--- src/rtl/dbgc_pkg.sv ---
package dbgc_pkg;
  localparam int REG_W  = 64;
  localparam int HALF_W = REG_W / 2;

  // local storage bit positions
  localparam int B_STEP     = 0;
  localparam int B_USRTRAP  = 12;
  localparam int B_KDBG     = 13;
  localparam int B_MONDBG   = 15;
  localparam int B_EXTBP    = 32;
  localparam int B_PMUEN    = 34;
  localparam int B_STEPOP   = 50;

  function automatic logic [REG_W-1:0] local_mask_f();
    logic [REG_W-1:0] m;
    m = '0;
    m[B_STEP] = 1'b1; m[B_USRTRAP] = 1'b1; m[B_KDBG] = 1'b1;
    m[B_MONDBG] = 1'b1; m[B_EXTBP] = 1'b1; m[B_PMUEN] = 1'b1;
    m[B_STEPOP] = 1'b1;
    return m;
  endfunction

  // window bits; position must match external register layout
  function automatic logic [REG_W-1:0] win_mask_f();
    logic [REG_W-1:0] m;
    m = '0;
    m[6] = 1'b1;      // error flag
    m[14] = 1'b1;     // halting enable
    m[19] = 1'b1;
    m[21] = 1'b1;     // access trap
    m[23:22] = 2'b11; // irq disable
    m[26] = 1'b1;     // tx underrun
    m[27] = 1'b1;     // rx overrun
    m[31:29] = 3'b111;
    m[33] = 1'b1;     // trace trap
    m[35] = 1'b1;     // ext halting bp enable
    return m;
  endfunction

  localparam logic [REG_W-1:0] LOCAL_MASK = local_mask_f();
  localparam logic [REG_W-1:0] WIN_MASK   = win_mask_f();
endpackage

--- src/rtl/dbgc_local_store.sv ---
module dbgc_local_store #(
  parameter int W = 64,
  parameter logic [W-1:0] MASK = '0
) (
  input  logic         clk_i,
  input  logic         rst_ni,
  input  logic         we_i,
  input  logic [W-1:0] wdata_i,
  output logic [W-1:0] q_o
);
  logic [W-1:0] q_q;
  always_ff @(posedge clk_i or negedge rst_ni) begin
    if (!rst_ni)   q_q <= '0;
    else if (we_i) q_q <= wdata_i & MASK;
  end
  assign q_o = q_q;
endmodule

--- src/rtl/dbgc_ext_writer.sv ---
module dbgc_ext_writer #(
  parameter int W = 64,
  parameter logic [W-1:0] MASK = '0,
  parameter bit REG_OUT = 1'b1,
  localparam int HW = W / 2
) (
  input  logic          clk_i,
  input  logic          rst_ni,
  input  logic          we_i,
  input  logic          lock_i,
  input  logic [W-1:0]  wdata_i,
  output logic          wr_o,
  output logic [HW-1:0] lo_mask_o,
  output logic [HW-1:0] lo_data_o,
  output logic [HW-1:0] hi_mask_o,
  output logic [HW-1:0] hi_data_o
);
  logic         wr_d;
  logic [W-1:0] mask_d, data_d;

  assign wr_d   = we_i & lock_i;
  assign mask_d = wr_d ? MASK : '0;
  assign data_d = wr_d ? (wdata_i & MASK) : '0;

  generate
    if (REG_OUT) begin : g_reg
      logic         wr_q;
      logic [W-1:0] mask_q, data_q;
      always_ff @(posedge clk_i or negedge rst_ni) begin
        if (!rst_ni) begin
          wr_q   <= 1'b0;
          mask_q <= '0;
          data_q <= '0;
        end else begin
          wr_q   <= wr_d;
          mask_q <= mask_d;
          data_q <= data_d;
        end
      end
      assign wr_o      = wr_q;
      assign lo_mask_o = mask_q[HW-1:0];
      assign hi_mask_o = mask_q[W-1:HW];
      assign lo_data_o = data_q[HW-1:0];
      assign hi_data_o = data_q[W-1:HW];
    end else begin : g_comb
      logic unused_clk;
      assign unused_clk = clk_i ^ rst_ni;
      assign wr_o      = wr_d;
      assign lo_mask_o = mask_d[HW-1:0];
      assign hi_mask_o = mask_d[W-1:HW];
      assign lo_data_o = data_d[HW-1:0];
      assign hi_data_o = data_d[W-1:HW];
    end
  endgenerate
endmodule

--- src/rtl/dbgc_read_mux.sv ---
module dbgc_read_mux #(
  parameter int W = 64,
  parameter logic [W-1:0] LMASK = '0,
  parameter logic [W-1:0] WMASK = '0
) (
  input  logic         lock_i,
  input  logic [W-1:0] local_i,
  input  logic [W-1:0] ext_i,
  output logic [W-1:0] rdata_o
);
  logic [W-1:0] win;
  always_comb begin
    win     = lock_i ? (ext_i & WMASK) : '0;
    rdata_o = (local_i & LMASK) | win;
  end
endmodule

--- src/rtl/dbg_ctrl_reg.sv ---
module dbg_ctrl_reg
  import dbgc_pkg::*;
#(
  parameter bit EXT_REG_OUT = 1'b1
) (
  input  logic              clk_i,
  input  logic              rst_ni,
  input  logic              lock_i,
  input  logic              sys_we_i,
  input  logic [REG_W-1:0]  sys_wdata_i,
  output logic [REG_W-1:0]  sys_rdata_o,
  input  logic [HALF_W-1:0] ext_lo_i,
  input  logic [HALF_W-1:0] ext_hi_i,
  output logic              ext_wr_o,
  output logic [HALF_W-1:0] ext_lo_mask_o,
  output logic [HALF_W-1:0] ext_lo_data_o,
  output logic [HALF_W-1:0] ext_hi_mask_o,
  output logic [HALF_W-1:0] ext_hi_data_o
);
  logic [REG_W-1:0] local_q;

  dbgc_local_store #(.W(REG_W), .MASK(LOCAL_MASK)) u_store (
    .clk_i(clk_i), .rst_ni(rst_ni), .we_i(sys_we_i),
    .wdata_i(sys_wdata_i), .q_o(local_q)
  );

  dbgc_ext_writer #(.W(REG_W), .MASK(WIN_MASK), .REG_OUT(EXT_REG_OUT)) u_ext (
    .clk_i(clk_i), .rst_ni(rst_ni), .we_i(sys_we_i), .lock_i(lock_i),
    .wdata_i(sys_wdata_i), .wr_o(ext_wr_o),
    .lo_mask_o(ext_lo_mask_o), .lo_data_o(ext_lo_data_o),
    .hi_mask_o(ext_hi_mask_o), .hi_data_o(ext_hi_data_o)
  );

  dbgc_read_mux #(.W(REG_W), .LMASK(LOCAL_MASK), .WMASK(WIN_MASK)) u_rd (
    .lock_i(lock_i), .local_i(local_q), .ext_i({ext_hi_i, ext_lo_i}),
    .rdata_o(sys_rdata_o)
  );
endmodule

--- config.mk ---
export PLATFORM = sky130hd
export DESIGN_NAME = dbg_ctrl_reg
export DESIGN_NICKNAME = d
export VERILOG_FILES = /design/src/rtl/dbgc_pkg.sv /design/src/rtl/dbgc_local_store.sv /design/src/rtl/dbgc_ext_writer.sv /design/src/rtl/dbgc_read_mux.sv /design/src/rtl/dbg_ctrl_reg.sv
export SDC_FILE = /design/constraint.sdc
export NUM_CORES = 1
export LEC_CHECK = 0
export BUFFER_PORTS_ARGS = -buffer_cell sky130_fd_sc_hd__buf_2
export CORE_AREA = 2 2 126 128
export CTS_CLUSTER_DIAMETER = 60
export DETAILED_ROUTE_END_ITERATION = 10
export DIE_AREA = 0 0 128 130
export HOLD_SLACK_MARGIN = 0.06
export SYNTH_ARGS = -nofsm -noshare
export SYNTH_HDL_FRONTEND = slang
export SYNTH_SLANG_ARGS = --single-unit
--- constraint.sdc ---
create_clock -name clk_i -period 1.18 [get_ports clk_i]
set_input_delay 0.354 -clock clk_i [delete_from_list [all_inputs] [get_ports clk_i]]
set_output_delay 0.354 -clock clk_i [all_outputs]
set_load 0.03 [all_outputs]
==> impl_summary.md <==
Yosys
Of the total synthesized cell area, the portion taken by full adders, half adders and majority gates is 0%. Measured against the total synthesized area, the mux share comes to 5.01%. The mean post-synth cell area is 9.24 um2. After synthesis, the largest family of logic cells by area is buffers and inverters. The synthesis-stage register bit count is 21. The number of different library cells used by synthesis comes to 11.

For this run, the number of Yosys warnings is 0. Of the total synthesized cell area, the portion taken by AND, OR, NAND and NOR gates is 8.47%. The xor and xnor area share after synthesis is 0%. Sequential cells were found to cover 26.0% of the synthesized design area. Summing the areas of all compound-gate instances in the mapped netlist gives 0% of the synthesized area.

In this run the cell area of the synthesized design comes to 2020 um2. The synthesized instance count is 219.

Timing
The number of max-slew violations in the final report is 0. Setup violations remaining at the end of the flow were counted as 14. The clock arrives with 0 ns of skew. Summed over all failing endpoints, the final setup total negative slack is -1.97 ns. The final critical path takes up 112% of the cycle. Subtracting the final worst setup slack from the clock period gives 1.32 ns. The number of failing hold endpoints at the final stage is 0. Setup repair after global routing could not meet its margin everywhere. The maximum operating frequency is 756 MHz. In the post-route analysis, the smallest setup slack over all paths is -0.143 ns.

CTS
The number of buffers inserted for hold repair after clock tree synthesis is 0. CTS placed an instance of sky130_fd_sc_hd__clkbuf_16 at the clock tree root. The number of CTS-inserted buffers is 3.

Clock-pin slew was measured on the worst setup and hold paths at 0.06 ns. TritonCTS built the clock tree. The number of sinks driven by the clock tree is 21.

The number of buffers on the longest clock path is 2. The depth of the CTS H-tree is 1. The clock latency at the later pin of the worst-skew pair is 0.25 ns.

Setup path
The setup check on the worst reg-to-reg path leaves a slack of 0.31 ns. On the worst path, the slowest cell contributes a delay of 0.41 ns. Measured in cells, the most critical reg-to-reg path has a length of 2. For this design, the slowest cell found on the critical path is sky130_fd_sc_hd__dfrtp_2. The critical path runs through a total of 2 cells.

The signal on the critical path passes through buf_12 > buf_6. The number of buffers and inverters on the critical path is 2. The arrival time reported for the critical path endpoint is 0.97 ns. The worst setup path is captured at a primary output. Tracing the worst setup path back leads to its startpoint at u_ext.g_reg.mask_q[33]. The setup path with the least slack is of type flip-flop to primary output. For the worst setup path, the data required time is 0.83 ns. Along the worst path, the maximum fanout reaches 14. The destination of the worst register-to-register timing path is u_store.q_o[15].

The startpoint identified for the worst register-to-register timing path is u_store.q_o[15]. The kind of cell adding the most delay to the critical path is flip-flops. The category of the worst setup path launch point is a flip-flop.

Route
The first routing iteration left 17 violations. The per-cell routed wire length is 7.78 um. The vias per cell is 2.36. The first detailed-routing pass took 2 iterations.

In this run the remaining antenna-violating nets after routing total 0. Summing over every cut layer, the via total after detailed routing is 1149. For this run, design rule violations remaining after detail routing come to 0.

The overall routed net length is 3780 um.

Flow run
The total of max-cap violations is 0.

Layout
Cells with a size suffix above 1 make up 36.4% of the layout. The most frequent standard cell in the layout excluding fill and tap cells is sky130_fd_sc_hd__conb_1. The final design utilization is 15.1%. In the layout the commonest cells are 146 x sky130_fd_sc_hd__conb_1, 51 x sky130_fd_sc_hd__buf_2, 23 x sky130_fd_sc_hd__buf_6. The relative area change from synthesis to final layout is 14.8%. The number of antenna diodes in the final layout is 0.

The count of non-filler cells in the finished layout is 486. The final net count is 427. Fill cells in the final layout number 1768.

Worst hold path
The path class of the lowest-slack min-delay path is input port to async pin.

Global routing
The total track usage is 3.84%. The via count of the first global-routing pass came to 801. The maximum number of pins on one net before global-route repair is 23. The first global-routing pass estimated 4840 um of wire.

The number of antenna violations at the first check in global routing was 0. After global routing the overflow that remains totals 0.

Floorplan
The number of rows in the core area is 46. The die span in y is 130 um. In this run the count of I/O pins placed on the die edge is 325. The floorplan core area is 15400 um2.

The starting density of the core is 13.1%. The floorplan step defined a die boundary enclosing 16600 um2. The die extent in x is 128 um.

Pwr
VDD sags by at most 0.000465 V. The net switching component of the power is 1.19 mW. The switching power share of the total is 44.9%. Power spread over the standard cell area amounts to 1140 nW/um2.

In this run the static leakage power is 1.39 nW. In this run, the clock network consumes 26.7% of the power. The internal power of the cells totals 1.46 mW. Of the total power, registers draw 29.4%.

The total power is 2.66 mW. The combinational fraction of design power is 43.9%.

Outcome
The flow ran to the end, but the final reports show violations. The final reports fail on setup timing.

Place
The cell total after placement is 479. Routability-driven placement finished with a final weighted congestion of 0.672. The count of buffers from port buffering is 83. The detailed-placement wirelength estimate is 3360 um.
## power groups by stage
stage	Combinational (mW)	Clock, mW	Sequential, mW
2_1_floorplan	1.19	0	0.886
3_3_place_gp	1.06	0	0.799
3_5_place_dp	1.06	0	0.801
4_1_cts	1.14	0.729	0.780
5_1_grt	1.24	0.759	0.786
6_report	1.17	0.710	0.781
## worst max path at each step
stage | end | slack, ns
floorplan | sys_rdata_o[21] | 0.05
global placement | sys_rdata_o[26] | -0.23
detailed placement | sys_rdata_o[26] | -0.23
CTS | ext_lo_mask_o[23] | -0.16
global route | ext_hi_mask_o[3] | -0.18
finish | ext_lo_mask_o[23] | -0.14
## flip-flops by register name, indices dropped and copies added, names as in the netlist
| signal | flops |
|---|---|
| u_ext.g_reg.data_q | 13 |
| u_store.q_o | 7 |
| u_ext.g_reg.mask_q | 1 |
## synthesized netlist by cell type
cell type                  count  area share [%]
sky130_fd_sc_hd__buf_4       160              59
sky130_fd_sc_hd__dfrtp_1      21              26
sky130_fd_sc_hd__and2_1       14             4.3
sky130_fd_sc_hd__and3_1       11             3.4
sky130_fd_sc_hd__mux2_4        6             4.5
sky130_fd_sc_hd__and3_2        2            0.74
sky130_fd_sc_hd__buf_2         1            0.25
sky130_fd_sc_hd__buf_6         1            0.56
sky130_fd_sc_hd__clkbuf_2      1            0.25
sky130_fd_sc_hd__conb_1        1            0.19
sky130_fd_sc_hd__mux2_2        1            0.56
## cell families after synthesis
logic type	Yosys count
buffers and inverters	163
flip-flops	21
AND/OR/NAND/NOR	27
other	1
multiplexers	7
## per-layer routing
layer / vias up / share of wire [%] / GRT usage, %
li1: 520 / - / -
met1: 511 / 33 / 4.26
met2: 114 / 52 / 6.48
met3: 4 / 14 / 2.05
met4: 0 / 0.77 / 0.970
met5: - / 0 / 0
## metrics by stage
step | setup slack, ns | instance area [um2] | hold slack [ns]
floorplan | 0.0500 | 2570 | 0.0584
global placement | -0.230 | 2030 | 0.340
detailed placement | -0.229 | 2030 | 0.340
CTS | -0.157 | 2270 | 0.0661
global route | -0.178 | 2320 | 0.0834
finish | -0.143 | 2320 | 0.0451
## worst reg2reg max path: stages (launching register included)
cell and delay (ns):
sky130_fd_sc_hd__dfrtp_1 0.37, sky130_fd_sc_hd__buf_4 0.13, sky130_fd_sc_hd__mux2_4 0.26
## repair_timing
action	in CTS	in global routing
buffers inserted	1	2
endpoints found under the setup margin	27	29
gates resized for setup	49	16
endpoints found under the hold margin	0	0
gates cloned	0	0
## cell type report
class | count | area, um2 | share of cell area, %
multi-input combinational | 180 | 831 | 35.7
clock buffer | 3 | 75.1 | 3.23
timing repair buffer | 89 | 647 | 27.8
sequential | 21 | 527 | 22.7
tap | 192 | 240 | 10.3
clock inverter | 1 | 5.00 | 0.215
Note: power is estimated with default switching activity, not from simulation.
